==> src/rtl/rsel_pkg.sv <==
package rsel_pkg;

   localparam int MAX_RES_UNITS = 64;

   // Position of the highest set bit of a unit mask; 0 for an empty mask.
   function automatic logic [5:0] top_unit(input logic [MAX_RES_UNITS-1:0] m);
      logic [5:0] pos;
      pos = '0;
      for (int b = 0; b < MAX_RES_UNITS; b++) begin
         if (m[b]) pos = 6'(b);
      end
      return pos;
   endfunction

endpackage

==> src/rtl/rsel_entry.sv <==
module rsel_entry #(
   parameter int IDX_W = 6,
   parameter int USR_W = 3,
   parameter int RES_W = 64,
   parameter int RK_W  = 7
) (
   input  logic                    ready_i,
   input  logic [IDX_W-1:0]        src_i,
   input  logic [USR_W-1:0]        users_i,
   input  logic [RES_W-1:0]        req_i,
   input  logic [RES_W-1:0]        free_i,
   output logic                    elig_o,
   output logic                    blocked_o,
   output logic [RES_W-1:0]        missing_o,
   output logic signed [RK_W-1:0]  rank_o
);

   if (RK_W <= IDX_W || RK_W <= USR_W) begin : g_bad_rank_w
      $error("rsel_entry: rank width too narrow");
   end

   logic [RES_W-1:0] lack;

   assign lack      = req_i & ~free_i;
   assign elig_o    = ready_i && (lack == '0);
   assign blocked_o = ready_i && (lack != '0);
   assign missing_o = ready_i ? lack : '0;

   // Zero-extended operands keep the difference exact in signed form.
   assign rank_o = $signed({{(RK_W-IDX_W){1'b0}}, src_i})
                 - $signed({{(RK_W-USR_W){1'b0}}, users_i});

endmodule

==> src/rtl/rsel_tree.sv <==
module rsel_tree #(
   parameter int ENTRIES = 8,
   parameter int IDX_W   = 6,
   parameter int RK_W    = 7,
   parameter int EW      = 3
) (
   input  logic [ENTRIES-1:0]      elig_i,
   input  logic [ENTRIES*RK_W-1:0] rank_i,
   input  logic [ENTRIES*IDX_W-1:0] src_i,
   output logic                    win_valid_o,
   output logic [EW-1:0]           win_slot_o
);

   localparam int LV = $clog2(ENTRIES);
   localparam int P  = 1 << LV;

   // Heap layout: node 1 is the root, leaves sit at P .. 2P-1.
   logic                    nv  [1:2*P-1];
   logic signed [RK_W-1:0]  nrk [1:2*P-1];
   logic [IDX_W-1:0]        nsx [1:2*P-1];
   logic [EW-1:0]           nsl [1:2*P-1];

   for (genvar i = 0; i < P; i++) begin : g_leaf
      if (i < ENTRIES) begin : g_real
         assign nv[P+i]  = elig_i[i];
         assign nrk[P+i] = $signed(rank_i[i*RK_W +: RK_W]);
         assign nsx[P+i] = src_i[i*IDX_W +: IDX_W];
         assign nsl[P+i] = EW'(i);
      end else begin : g_pad
         assign nv[P+i]  = 1'b0;
         assign nrk[P+i] = '0;
         assign nsx[P+i] = '0;
         assign nsl[P+i] = '0;
      end
   end

   for (genvar n = 1; n < P; n++) begin : g_node
      logic take_hi;
      // The lower half wins unless the upper half is strictly better.
      assign take_hi = nv[2*n+1] &&
                       (!nv[2*n] ||
                        (nrk[2*n+1] < nrk[2*n]) ||
                        ((nrk[2*n+1] == nrk[2*n]) && (nsx[2*n+1] < nsx[2*n])));
      assign nv[n]  = nv[2*n] | nv[2*n+1];
      assign nrk[n] = take_hi ? nrk[2*n+1] : nrk[2*n];
      assign nsx[n] = take_hi ? nsx[2*n+1] : nsx[2*n];
      assign nsl[n] = take_hi ? nsl[2*n+1] : nsl[2*n];
   end

   assign win_valid_o = nv[1];
   assign win_slot_o  = nv[1] ? nsl[1] : '0;

endmodule

==> src/rtl/rank_issue_select.sv <==
module rank_issue_select
   import rsel_pkg::*;
#(
   parameter int ENTRIES = 8,
   parameter int IDX_W   = 6,
   parameter int USR_W   = 3,
   parameter int RES_W   = 64,
   localparam int EW     = $clog2(ENTRIES),
   localparam int IDW    = $clog2(RES_W)
) (
   input  logic                      clk,
   input  logic                      rst_n,
   input  logic [ENTRIES-1:0]        ready_i,
   input  logic [ENTRIES*IDX_W-1:0]  src_idx_i,
   input  logic [ENTRIES*USR_W-1:0]  users_i,
   input  logic [ENTRIES*RES_W-1:0]  req_mask_i,
   input  logic [RES_W-1:0]          res_free_i,
   output logic                      grant_valid_o,
   output logic [EW-1:0]             grant_slot_o,
   output logic [RES_W-1:0]          busy_mask_o,
   output logic [ENTRIES-1:0]        blocked_o,
   output logic [IDW-1:0]            busy_top_o
);

   localparam int RK_W = ((IDX_W > USR_W) ? IDX_W : USR_W) + 1;

   if (ENTRIES < 2) begin : g_bad_entries
      $error("rank_issue_select: ENTRIES must be at least 2");
   end
   if (RES_W < 2 || RES_W > MAX_RES_UNITS) begin : g_bad_res
      $error("rank_issue_select: RES_W must lie in 2..64");
   end
   if (IDX_W < 1 || USR_W < 1) begin : g_bad_fields
      $error("rank_issue_select: field widths must be positive");
   end

   logic [ENTRIES-1:0]       elig;
   logic [ENTRIES-1:0]       blk;
   logic [RES_W-1:0]         miss [ENTRIES];
   logic [ENTRIES*RK_W-1:0]  rank_flat;

   for (genvar i = 0; i < ENTRIES; i++) begin : g_slot
      logic signed [RK_W-1:0] rk;
      rsel_entry #(
         .IDX_W(IDX_W), .USR_W(USR_W), .RES_W(RES_W), .RK_W(RK_W)
      ) u_entry (
         .ready_i  (ready_i[i]),
         .src_i    (src_idx_i[i*IDX_W +: IDX_W]),
         .users_i  (users_i[i*USR_W +: USR_W]),
         .req_i    (req_mask_i[i*RES_W +: RES_W]),
         .free_i   (res_free_i),
         .elig_o   (elig[i]),
         .blocked_o(blk[i]),
         .missing_o(miss[i]),
         .rank_o   (rk)
      );
      assign rank_flat[i*RK_W +: RK_W] = rk;
   end

   logic          win_valid;
   logic [EW-1:0] win_slot;

   rsel_tree #(
      .ENTRIES(ENTRIES), .IDX_W(IDX_W), .RK_W(RK_W), .EW(EW)
   ) u_tree (
      .elig_i     (elig),
      .rank_i     (rank_flat),
      .src_i      (src_idx_i),
      .win_valid_o(win_valid),
      .win_slot_o (win_slot)
   );

   logic [RES_W-1:0] busy_d;
   logic [5:0]       top_full;

   always_comb begin
      busy_d = '0;
      for (int i = 0; i < ENTRIES; i++) busy_d = busy_d | miss[i];
   end

   assign top_full = top_unit(MAX_RES_UNITS'(busy_d));

   always_ff @(posedge clk or negedge rst_n) begin
      if (!rst_n) begin
         grant_valid_o <= 1'b0;
         grant_slot_o  <= '0;
         busy_mask_o   <= '0;
         blocked_o     <= '0;
         busy_top_o    <= '0;
      end else begin
         grant_valid_o <= win_valid;
         grant_slot_o  <= win_slot;
         busy_mask_o   <= busy_d;
         blocked_o     <= blk;
         busy_top_o    <= top_full[IDW-1:0];
      end
   end

   // The tree winner must be a ready slot.
   assert_grant_ready_R9: assert property (@(posedge clk) disable iff (!rst_n)
      win_valid |-> ready_i[win_slot]);

   // A grant exists exactly when some slot is eligible.
   assert_grant_iff_eligible_R4: assert property (@(posedge clk) disable iff (!rst_n)
      win_valid == (elig != '0));

   // The granted slot is never reported as blocked.
   assert_grant_not_blocked_R6: assert property (@(posedge clk) disable iff (!rst_n)
      grant_valid_o |-> !blocked_o[grant_slot_o]);

   // Blocked slots were ready at the capturing edge.
   assert_blocked_ready_R6: assert property (@(posedge clk) disable iff (!rst_n)
      (blocked_o & ~$past(ready_i)) == '0);

   // Pressure is reported on both outputs or on neither.
   assert_busy_matches_blocked_R5: assert property (@(posedge clk) disable iff (!rst_n)
      (busy_mask_o != '0) == (blocked_o != '0));

   // The reported unit is the top set bit of the busy mask.
   assert_busy_top_msb_R7: assert property (@(posedge clk) disable iff (!rst_n)
      (busy_mask_o != '0) |-> ((busy_mask_o >> busy_top_o) == RES_W'(1)));

endmodule

==> config.mk <==
export PLATFORM = sky130hd
export DESIGN_NAME = rank_issue_select
export DESIGN_NICKNAME = d
export VERILOG_FILES = /design/src/rtl/rsel_pkg.sv /design/src/rtl/rsel_entry.sv /design/src/rtl/rsel_tree.sv /design/src/rtl/rank_issue_select.sv
export SDC_FILE = /design/constraint.sdc
export NUM_CORES = 1
export LEC_CHECK = 0
export BUFFER_PORTS_ARGS = -buffer_cell sky130_fd_sc_hd__buf_2
export CORE_AREA = 2 2 286 288
export DETAILED_ROUTE_END_ITERATION = 6
export DIE_AREA = 0 0 288 290
export PLACE_DENSITY = 0.34
export SYNTH_ARGS = -nofsm -noshare
export SYNTH_HDL_FRONTEND = slang
export SYNTH_SLANG_ARGS = --single-unit
==> constraint.sdc <==
create_clock -name clk -period 0.8 [get_ports clk]
set_clock_uncertainty 0.2 [all_clocks]
set_input_delay 0.12 -clock clk [delete_from_list [all_inputs] [get_ports clk]]
set_output_delay 0.12 -clock clk [all_outputs]
set_load 0.02 [all_outputs]
# Yosys cells after proc, flatten, opt, wreduce, memory -nomap -nowiden
# Cells that the tools add are included.
# classes
addsub	8
n_lt_le_gt_ge	14
n_eq_ne	7
mux	91
bitwise	23
n_reduce_logical	67
# ops
operator	count
$and A64 B64 Y64	8
$logic_not A64 Y1	8
$mux W64	8
$reduce_bool A64 Y1	8
$or A64 B64 Y64	7
$mux W6	66
$not A64 Y64	1
$sub A6 B3 Y7	8
$eq A7 B7 Y1	7
$lt A7 B7 Y1	7
$lt A6 B6 Y1	7
$mux W7	6
$logic_and A1 B1 Y1	30
$logic_or A1 B1 Y1	14
$mux W2	4
$logic_not A1 Y1	7
$or A1 B1 Y1	7
$mux W3	2
$mux W1	5
# totals
regBits	82
inputBits	658
output_inout_bits	82
wordCells	215

# Logic depth before layout (Yosys ltp)
# Gate-level depths: netlist of the first run.
# depth
ltp_word	73
ltp_mapped	40

# By module
# From an unflattened synthesis of the first run, not the netlist that was laid out.
# unflattened
hier_cells	2251
hier_area_um2	16619.7
# modules_own_cells
module	instances	cells_each	area_each_um2	seq_area_each_um2
rsel_entry	8	178	1171.1	0.0
rank_issue_select	1	418	4048.9	2052.0
rsel_tree	1	409	3201.8	0.0

# Least setup slack after synthesis of the first run
# Ideal clock, no wire load.
# synth_path
kind	input-to-reg
startpoint	input src_idx_i[12]
endpoint	register grant_slot_o[1]
setup_ps	79
arrival_time_ps	6547
path_slack_ps	-6027
path_stages	34
path_buffers	3
cell_sequence	inv_1 ha_1 inv_1 fa_1 a211oi_1 nand3_1 ha_1 or3b_2 nor3_1 a21oi_1 and4_1 a211oi_2 buf_2 buf_2 o21ai_0 ha_1 nand4b_1 a2111oi_0 nand2_1 nor2_1 nand4_1 and2_1 clkbuf_1 o21ai_0 ha_1 a21oi_1 nor2b_1 o21ai_0 nand2b_1 a211oi_1 o21ai_1 a311oi_1 o22a_2 mux2i_1
# synth_via
elab_chain_len	17
# synth_rtl
element	line	source
start: declaration	rank_issue_select.sv:14	input logic [ENTRIES*IDX_W-1:0] src_idx_i,
$sub A6 B3 Y7	rsel_entry.sv:31	- $signed({{(RK_W-USR_W){1'b0}}, users_i});
$lt A7 B7 Y1 or $eq A7 B7 Y1 (tied branches)	rsel_tree.sv:42, rsel_tree.sv:43	
$logic_or A1 B1 Y1 or $logic_and A1 B1 Y1 (tied branches)	rsel_tree.sv:41, rsel_tree.sv:43	
$logic_or A1 B1 Y1	rsel_tree.sv:42	(nrk[2*n+1] < nrk[2*n]) ||
$logic_and A1 B1 Y1	rsel_tree.sv:40	assign take_hi = nv[2*n+1] &&
$mux W7 or $mux W6 (tied branches)	rsel_tree.sv:45, rsel_tree.sv:46	
$lt A7 B7 Y1 (tied with other cells)	rsel_tree.sv:42	
$logic_or A1 B1 Y1 or $logic_and A1 B1 Y1 (tied branches)	rsel_tree.sv:41, rsel_tree.sv:43	
(+2 left out)	--	
$mux W7 or $mux W6 (tied branches)	rsel_tree.sv:45, rsel_tree.sv:46	
$lt A7 B7 Y1 (tied with other cells)	rsel_tree.sv:42	
$logic_or A1 B1 Y1 or $logic_and A1 B1 Y1 (tied branches)	rsel_tree.sv:41, rsel_tree.sv:43	
$logic_or A1 B1 Y1	rsel_tree.sv:42	
$logic_and A1 B1 Y1	rsel_tree.sv:40	
$mux W3 *	rsel_tree.sv:47	assign nsl[n] = take_hi ? nsl[2*n+1] : nsl[2*n];
$mux W3 *	rsel_tree.sv:51	assign win_slot_o = nv[1] ? nsl[1] : '0;
net u_tree.win_slot_o[1]	rsel_tree.sv:11	output logic [EW-1:0] win_slot_o
end signal: assignment	rank_issue_select.sv:92	grant_slot_o <= win_slot;
end: declaration	rank_issue_select.sv:19	output logic [EW-1:0] grant_slot_o,
# Mark *: on every way through the listed nets, which the timed path passes. The rest lies on a longest branch.

# Final worst setup path of the first run
# layout_path
startpoint	input users_i[10]
endpoint	register grant_slot_o[2]
# layout_via
elab_chain_len	17
# layout_rtl
element	line	source
start: declaration	rank_issue_select.sv:15	input logic [ENTRIES*USR_W-1:0] users_i,
$sub A6 B3 Y7 *	rsel_entry.sv:31	
$lt A7 B7 Y1 or $eq A7 B7 Y1 (tied branches)	rsel_tree.sv:42, rsel_tree.sv:43	
$logic_or A1 B1 Y1 or $logic_and A1 B1 Y1 (tied branches)	rsel_tree.sv:41, rsel_tree.sv:43	
$logic_or A1 B1 Y1	rsel_tree.sv:42	
$logic_and A1 B1 Y1	rsel_tree.sv:40	
$mux W7 or $mux W6 (tied branches)	rsel_tree.sv:45, rsel_tree.sv:46	
$lt A7 B7 Y1 (tied with other cells)	rsel_tree.sv:42	
$logic_or A1 B1 Y1 or $logic_and A1 B1 Y1 (tied branches)	rsel_tree.sv:41, rsel_tree.sv:43	
(+2 left out)	--	
$mux W7 or $mux W6 (tied branches)	rsel_tree.sv:45, rsel_tree.sv:46	
$lt A7 B7 Y1 (tied with other cells)	rsel_tree.sv:42	
$logic_or A1 B1 Y1 or $logic_and A1 B1 Y1 (tied branches)	rsel_tree.sv:41, rsel_tree.sv:43	
$logic_or A1 B1 Y1 *	rsel_tree.sv:42	
$logic_and A1 B1 Y1 *	rsel_tree.sv:40	
$mux W3 *	rsel_tree.sv:47	
$mux W3 *	rsel_tree.sv:51	
net u_tree.win_slot_o[2]	rsel_tree.sv:11	
# Marks and branches as above.

==> flow_summary.json, run 1 <==
{
  "synth-xor-area-share_pct": 1.99,
  "vias": 25200,
  "final_util_pct": 42.1,
  "synth_cell_types": 74,
  "nNetsFinal": 4410,
  "portBuffers": 739,
  "synth_ff_type": "dfrtp_1",
  "p_comb_share_pct": 69.3,
  "p_per_area_nw_per_um2": 983,
  "syn-num-nets": 2572,
  "total_leakage_power_nw": 15.5,
  "cp_data_arrival_time_ps": 6470,
  "die-area_sq_um": 83500,
  "die_h_microns": 290,
  "grt_max_degree": 26,
  "yosysTopAreaCell": "nor2b_1",
  "synthTopCellsByCount": "350 x nor2b_1, 257 x a22oi_1, 126 x inv_1, 108 x ha_1, 82 x dfrtp_1",
  "grt_antenna_before_repair": 75,
  "cts_max_level": 3,
  "drt_first_iter_violations": 2140,
  "slew_violations": 0,
  "worstPathRequired_ps": 920,
  "synth.area.top_cells": "nor2b_1 16%, dfrtp_1 15%, a22oi_1 14%",
  "worst_setup_path_end_kind": "register",
  "dp_slack_ps": -6700,
  "power_frac_clock_pct": 16.9,
  "drt-met1-wl_microns": 62200,
  "tightest_slew_ps": 840,
  "synth_compound_area_share_pct": 36.5,
  "drc": 0,
  "cp_slowest_cell": "or3_4",
  "synthArstFlopShare_pct": 100,
  "drv_cap": 0,
  "grtUsageTotal_pct": 40.4,
  "tritoncts": "built",
  "critPathLaunchType": "input port",
  "cts_sinks": 82,
  "synth_area_sq_um": 14100,
  "hold_viol": 16,
  "vdd_ir_drop_max_mv": 1.22,
  "final.period_utilization_pct": 794,
  "highest_layer": "met5",
  "synthMuxAreaShare_pct": 2.00,
  "holdWs_ps": -155,
  "synth.top_cell.area_share_pct": 15.5,
  "cts_buffer_depth": 2,
  "crit_end": "grant_slot_o[2]",
  "finalCriticalPeriod_ps": 6350,
  "root_buffer": "clkbuf_16",
  "num_io_pins": 740,
  "start_util_pct": 17.6,
  "cts_hold_buffers": 1,
  "vias_per_cell": 5.32,
  "cp-startpoint": "users_i[10]",
  "violations": "negative hold slack, negative setup slack",
  "clk_pin_slew_ps": 100,
  "row_count": 104,
  "synth.most_common_cell": "nor2b_1",
  "drive_gt1_share_pct": 68.8,
  "dr.pass1.iters": 6,
  "die_w_microns": 288,
  "setup_viol": 164,
  "cts_inserted_buffers": 9,
  "wl_per_cell_microns": 37.0,
  "slew_headroom_pct": 43.9,
  "gp_congestion": 1.08,
  "pwr-share-seq_pct": 13.8,
  "rsz0062_at_grt": "true",
  "fin_ws_ps": -5550,
  "status": "complete, but fails checks",
  "grt_pass1_wl_microns": 226000,
  "yosysWarnings": 0,
  "synth_top_family_by_area": "compound AO/OA/AOI/OAI gates",
  "syn_inst": 1798,
  "path_common_cell": "buf_4",
  "slowest_delay_ps": 380,
  "grt-ovfl-total": 0,
  "route.antenna.remaining_nets": 0,
  "synthAdderAreaFrac_pct": 10.7,
  "synth-seq-cells": 82,
  "hp-start": "res_free_i[0]",
  "switchingPower_mw": 15.3,
  "dp_hpwl_microns": 147000,
  "core_area_sq_um": 80200,
  "fin_cells": 4740,
  "place_inst": 4512,
  "first_global_vias": 25700,
  "swShare_pct": 46.3,
  "wl_met2_microns": 79200,
  "syn2layout_area_growth_pct": 139,
  "path_class": "input port to register",
  "avgSynthCellArea_sq_um": 7.84,
  "finalSetupTns_ps": -121260,
  "p_int_mw": 17.8,
  "hp-class": "input port to register",
  "synth-simple-area-share_pct": 28.9,
  "worstPathMaxFanout": 4,
  "synth-edff-count": 0,
  "routed_wl_microns": 176000,
  "clock.fmax_ghz": 0.158,
  "met3WireLength_microns": 16500,
  "ys_seq_area_share_pct": 14.6
}
## per-layer routing
metal	vias up	GRT usage [%]
met5	-	0
met4	44	33.3
met3	582	11.8
met2	1561	64.9
met1	12300	43.8
li1	10700	-
## flip-flops by register name (all words and copies together), names as in the netlist
register	flops
blocked_o	8
grant_slot_o	3
busy_top_o	6
grant_valid_o	1
busy_mask_o	64
## critical path: cells and delay by family
kind,cells,cell delay (ps)
buf+inv,18,2160
simple gates,8,1750
compound gates,9,1590
xor+xnor,1,180
fa+ha+maj,3,680
## power by group through the flow
stage / Clock, mW / Sequential, mW / Combinational, mW
floorplan: 0 / 4.93 / 6.61
global placement: 0 / 4.65 / 18.9
detailed placement: 0 / 4.65 / 18.8
CTS: 5.63 / 4.57 / 21.4
global route: 5.72 / 4.60 / 23.7
finish: 5.60 / 4.59 / 23.0
## stage by stage
step,total power [mW],instance area [sq um]
finish,33.1,33700
detailed placement,23.5,28200
CTS,31.6,32200
global placement,23.5,28200
floorplan,11.5,16900
global route,34.0,33700
## worst min-delay path by stage
stage	depth (start not counted)	slack, ps	to
after CTS	3	-160	busy_mask_o[0]
after detailed placement	2	0.2	busy_mask_o[30]
after global routing	3	-130	busy_mask_o[0]
after floorplan	0	-380	blocked_o[0]
final	3	-150	busy_mask_o[0]
after global placement	2	-0.6	busy_mask_o[14]
## logic make-up after synthesis
| kind of cell | after synthesis |
|---|---|
| adders and majority gates | 116 |
| muxes | 28 |
| buffers and inverters | 197 |
| xor gates and xnor gates | 32 |
| and+or+nand+nor | 691 |
| DFF | 82 |
| AOI/OAI and AO/OA | 652 |
## cells in the final DEF (no fill, tap or decap), types with 17 or more instances in the layout
master       n
buf_4      977
and2b_1     29
a22oi_2    240
buf_12      35
a2111oi_2   17
nor2_1      58
a2111oi_4   27
a21oi_1     20
a21o_1      19
inv_1      109
buf_2      687
nand4_1     25
a22oi_1     17
nor2b_1    324
nand2_1     57
nand2b_1    39
buf_6      148
diode_2     39
a41oi_2     52
dfrtp_1     79
o21ai_0     36
a2111o_1    60
ha_4        19
ha_1        86
buf_16      24
## repair_timing
action                                  CTS  global route
pin swaps                               160           136
setup buffers                           106            71
hold endpoints to repair                100            16
endpoints found under the setup margin  164           170
gates cloned                             16             2
resized for setup                       510           217
## final cells by class
class / count / area [sq um]
diodes: 39 / 97.6
clock buffers: 9 / 225
clock inverters: 7 / 106
fillers: 8326 / 46400
inverters: 130 / 514
multi-input cells: 1520 / 15200
flip-flops and latches: 82 / 2060
well taps: 1060 / 1330
repair buffers: 1893 / 14200
Note: power is estimated with default switching activity, not from simulation.
==> inputs of run 2 (changes only) <==
Settings changed: CORE_AREA 2 2 286 288 to 2 2 290 292, DIE_AREA 0 0 288 290 to 0 0 292 294, PLACE_DENSITY 0.34 to 0.33, REMOVE_ABC_BUFFERS from default to 1.
==> run 2 against run 1 <==
Compared with the run above:
- the run still ends with negative hold slack, negative setup slack left
- final area down 4.4%
- setup slack better by 120 ps
- clock power shrank 15%
- die area grew 2.8%
- total power down 4.0%
- sequential share of layout area rose by 0.27 points
- global-route usage is 2.4 points lower
- sequential cell count did not move
- hold slack better by 19 ps
- first-iteration DRC count hardly changed
- critical path depth up 2
- fmax grew 1.9%
==> flow_summary.json, run 2 (synthesis gave the netlist of run 1 again) <==
{
  "slew_headroom_pct": 43.3,
  "num_io_pins": 740,
  "nNetsFinal": 4279,
  "dp_hpwl_microns": 142000,
  "row_count": 106,
  "final_area_sq_um": 32200,
  "drive_gt1_share_pct": 65.3,
  "drt_first_iter_violations": 2142,
  "rsz0062_at_grt": "true",
  "hp-class": "input port to register",
  "start_util_pct": 17.0,
  "grt_pass1_wl_microns": 218000,
  "core_area_sq_um": 82900,
  "drv_cap": 0,
  "cts_max_level": 3,
  "tightest_slew_ps": 848,
  "worstPathRequired_ps": 890,
  "cts_buffer_depth": 2,
  "grtUsageTotal_pct": 38.0,
  "grt_antenna_before_repair": 89,
  "hold_depth": 3,
  "status": "complete, but fails checks",
  "slowest_delay_ps": 360,
  "p_per_area_nw_per_um2": 987,
  "grt_max_degree": 24,
  "die_w_microns": 292,
  "cp_slowest_cell": "a211oi_4",
  "syn2layout_area_growth_pct": 129,
  "fin_ws_ps": -5430,
  "total_leakage_power_nw": 14.8,
  "clk_pin_slew_ps": 90,
  "final-seq-area_sq_um": 2050,
  "hold_viol": 8,
  "final.period_utilization_pct": 779,
  "worst_setup_path_end_kind": "register",
  "portBuffers": 739,
  "dpl-instance-area_sq_um": 25600,
  "largest_register_ffs": 64,
  "setup_viol": 164,
  "die_h_microns": 294,
  "gp_congestion": 1.03,
  "nFillCells": 8641,
  "vias": 24300,
  "tritoncts": "built",
  "cts_sinks": 82,
  "violations": "negative hold slack, negative setup slack",
  "cts_inserted_buffers": 9,
  "vias_per_cell": 5.26,
  "final_common_cell": "buf_4",
  "final_cell_mix": "845 x buf_4, 706 x buf_2, 315 x nor2b_1",
  "root_buffer": "clkbuf_16",
  "first_global_vias": 24900,
  "worstPathMaxFanout": 5,
  "hp-start": "ready_i[4]",
  "route.antenna.remaining_nets": 0,
  "slew_violations": 0,
  "clock.fmax_ghz": 0.161,
  "critPathLaunchType": "input port",
  "multi_input_area_sq_um": 14800,
  "cts_hold_buffers": 1,
  "drc": 0,
  "reg_top3": "busy_mask_o: 64 flops, blocked_o: 8 flops, busy_top_o: 6 flops",
  "min_to": "blocked_o[4]",
  "wl_per_cell_microns": 36.9,
  "finalCriticalPeriod_ps": 6230,
  "path_class": "input port to register",
  "grt-ovfl-total": 0,
  "regMostFlops": "busy_mask_o",
  "die-area_sq_um": 85800,
  "holdWs_ps": -136,
  "vdd_ir_drop_max_mv": 1.15,
  "path_common_cell": "buf_4",
  "dr.pass1.iters": 5,
  "cp_data_arrival_time_ps": 6320,
  "routed_wl_microns": 170000
}
-- run 2: cell count changes in the layout (fill, tap and decap cells not counted), sizes merged --
cell	delta
clkbuf	-1
bufinv	-1
clkinvlp	+2
inv	-2
buf	-130
diode	-9
bufbuf	+2
a21oi	-1
-- run 2: worst max-delay path by stage --
| stage | from | to | slack, ps | depth (start not counted) |
|---|---|---|---|---|
| floorplan | src_idx_i[12] | grant_slot_o[1] | -6210 | 32 |
| global placement | res_free_i[30] | grant_slot_o[1] | -6770 | 37 |
| detailed placement | src_idx_i[25] | grant_slot_o[0] | -6650 | 35 |
| CTS | src_idx_i[36] | grant_slot_o[0] | -5440 | 38 |
| global route | src_idx_i[6] | grant_slot_o[0] | -5740 | 42 |
| finish | src_idx_i[24] | grant_slot_o[0] | -5430 | 41 |
-- run 2: critical path, delay by kind of cell --
kind / cells / cell delay [ps]
muxes: 2 / 360
adders and majority gates: 4 / 1020
xor gates and xnor gates: 1 / 130
and+or+nand+nor: 2 / 210
buffers and inverters: 22 / 2650
AOI/OAI and AO/OA: 10 / 1850
-- run 2: cell type report --
| type | count | share of cell area, % |
|---|---|---|
| multi-input combinational | 1519 | 46.1 |
| clock inverter | 6 | 0.206 |
| inverter | 130 | 1.57 |
| sequential | 82 | 6.37 |
| clock buffer | 10 | 0.710 |
| antenna | 30 | 0.233 |
| tap | 1080 | 4.19 |
| timing repair buffer | 1763 | 40.7 |
-- run 2: per-stage QoR --
stage               std cells  setup slack [ps]  total power [mW]  setup TNS [ps]  util (%)
CTS                      4547             -5440              30.0         -111950      36.7
finish                   4620             -5430              31.8         -112740      38.9
global route             4602             -5740              32.8         -114950      38.8
floorplan                1731             -6210              9.73          -32190         -
detailed placement       4415             -6650              21.8         -167880      30.8
global placement         4413             -6770              21.9         -169690      30.8
-- run 2: report_power, final --
| group | internal (mW) | switching (mW) | total [mW] | leakage, nW |
|---|---|---|---|---|
| clock network | 2.43 | 2.35 | 4.78 | 0.135 |
| logic | 10.4 | 12.2 | 22.5 | 13.7 |
| registers | 4.41 | 0.110 | 4.52 | 0.967 |
| total | 17.2 | 14.6 | 31.8 | 14.8 |
-- run 2: repair_timing --
action,4_1_cts,5_1_grt
hold endpoints to repair,90,7
endpoints found under the setup margin,164,182
gates resized for setup,680,311
pin swaps,188,172
gates cloned,18,2
buffers inserted,111,53
-- run 2: layer usage --
metal / vias to the layer above / wire, microns / GRT usage (%)
met4: 78 / 13800 / 23.7
met3: 495 / 16100 / 11.3
met1: 11900 / 63200 / 43.0
li1: 10400 / - / -
met5: - / 514 / 0
met2: 1458 / 76700 / 62.7
==> inputs of run 3 (changes only) <==
Settings changed: CORE_AREA 2 2 290 292 to 2 2 287 289, DIE_AREA 0 0 292 294 to 0 0 289 291, MAX_ROUTING_LAYER from default to met4, PLACE_DENSITY 0.33 to 0.34.
==> run 3 against run 2 <==
Compared with the run above:
- the run still ends with negative hold slack, negative setup slack left
- global-route usage rose by 2.1 points
- critical endpoint unchanged
- critical path type unchanged
- routed wire length rose by 0.61%
- clock power fell by 4.4%
- non-clock buffer count fell by 9
- die area fell by 2.0%
- hold slack got worse by 15 ps
- sequential share of layout area barely moved
- largest cell class unchanged
- first-iteration DRC count rose by 7.2%
- cell count rose by 0.39%
==> flow_summary.json, run 3 (synthesis gave the netlist of run 1 again) <==
{
  "status": "complete, but fails checks",
  "violations": "negative hold slack, negative setup slack",
  "holdWs_ps": -151,
  "hold_viol": 20,
  "final_area_sq_um": 32600,
  "slowest_delay_ps": 420,
  "slew_violations": 0,
  "wl_per_cell_microns": 36.9,
  "crit_buf_inv": 7,
  "vdd_ir_drop_max_mv": 1.23,
  "dr.pass1.iters": 5,
  "rsz0062_at_grt": "true",
  "vias_per_cell": 5.34,
  "final_cell_mix": "800 x buf_4, 698 x buf_2, 322 x nor2b_1",
  "final_common_cell": "buf_4",
  "tightest_slew_ps": 997,
  "total_leakage_power_nw": 14.9,
  "dp_hpwl_microns": 141000,
  "worst_setup_path_end_kind": "register",
  "die_h_microns": 291,
  "path_class": "input port to register",
  "num_io_pins": 740,
  "finalSetupTns_ps": -121720,
  "cp-startpoint": "users_i[10]",
  "cts_hold_buffers": 1,
  "cts_max_level": 3,
  "drv_cap": 0,
  "slew_headroom_pct": 33.4,
  "place_inst": 4364,
  "grt_max_degree": 23,
  "grtUsageTotal_pct": 40.1,
  "hold_depth": 3,
  "regMostFlops": "busy_mask_o",
  "vias": 24700,
  "cp_slowest_cell": "or3b_4",
  "gp_congestion": 1.09,
  "core_area_sq_um": 81200,
  "setup_viol": 164,
  "grt_pass1_wl_microns": 219000,
  "final.period_utilization_pct": 786,
  "cts_inserted_buffers": 9,
  "worstPathRequired_ps": 940,
  "critical_path_depth": 35,
  "grt-ovfl-total": 0,
  "clock.fmax_ghz": 0.159,
  "die-area_sq_um": 84100,
  "grt_antenna_before_repair": 79,
  "largest_register_ffs": 64,
  "tritoncts": "built",
  "cp_data_arrival_time_ps": 6440,
  "worstPathMaxFanout": 6,
  "dpl-instance-area_sq_um": 25300,
  "root_buffer": "clkbuf_16",
  "fin_ws_ps": -5490,
  "reg_top3": "busy_mask_o: 64 flops, blocked_o: 8 flops, busy_top_o: 6 flops",
  "first_global_vias": 25300,
  "fin_cells": 4638,
  "die_w_microns": 289,
  "clk_pin_slew_ps": 90,
  "hp-start": "ready_i[4]",
  "row_count": 105,
  "nNetsFinal": 4270,
  "portBuffers": 739,
  "start_util_pct": 17.4,
  "p_per_area_nw_per_um2": 969,
  "drt_first_iter_violations": 2297,
  "syn2layout_area_growth_pct": 131,
  "cts_sinks": 82,
  "finalCriticalPeriod_ps": 6290,
  "drc": 0,
  "routed_wl_microns": 171000,
  "route.antenna.remaining_nets": 0,
  "crit_family": "compound AO/OA/AOI/OAI gates",
  "hp-class": "input port to register",
  "cts_buffer_depth": 2,
  "critPathLaunchType": "input port",
  "drive_gt1_share_pct": 65.4
}
==> run 3: final timing paths <==
| path | to | slack [ps] |
|---|---|---|
| max in group asynchronous | blocked_o[6] | 70 |
| worst max-delay path | grant_slot_o[0] | -5490 |
| worst min-delay path | blocked_o[4] | -150 |
| min in group asynchronous | busy_mask_o[20] | -20 |
==> run 3: stage by stage <==
step	power (mW)	setup WS, ps	utilization (%)
after floorplan	9.73	-6210	-
after global placement	21.6	-6720	31.1
after CTS	29.7	-5500	37.6
final	31.6	-5490	40.1
after detailed placement	21.6	-6770	31.1
after global routing	32.4	-5890	40.1
==> run 3: what timing repair did <==
action                     in CTS  in global routing
pin swaps                     202                195
hold endpoints to repair       90                  8
setup buffers                 130                 64
cloned                         23                  3
setup endpoints to repair     164                164
gates resized for setup       707                324
==> run 3: per-layer routing <==
metal  up-vias  GRT usage [%]  routed length [microns]
li1      10500              -                        -
met5         -              -                        0
met4         0           27.7                    15000
met3       497           10.1                    15300
met2      1575           62.6                    76900
met1     12200           44.8                    64100
==> run 3: worst min-delay path: cells and delay by family <==
kind / cells / cell delay [ps]
AND/OR/NAND/NOR: 1 / 60
buffers and inverters: 2 / 250
==> run 3: layout make-up <==
cell class,count,area [sq um]
fill,8529,48600
multi-input combinational,1519,14800
timing repair buffer,1754,13400
sequential,82,2060
tap,1070,1340
inverter,130,519
clock buffer,9,225
antenna,67,168
clock inverter,7,58.8
==> run 3: report_power, final <==
group / switching (mW) / internal (mW) / total [mW] / leakage (nW)
clock: 2.41 / 2.16 / 4.57 / 0.139
combinational: 12.2 / 10.3 / 22.5 / 13.8
sequential: 0.113 / 4.41 / 4.53 / 0.959
total: 14.7 / 16.9 / 31.6 / 14.9
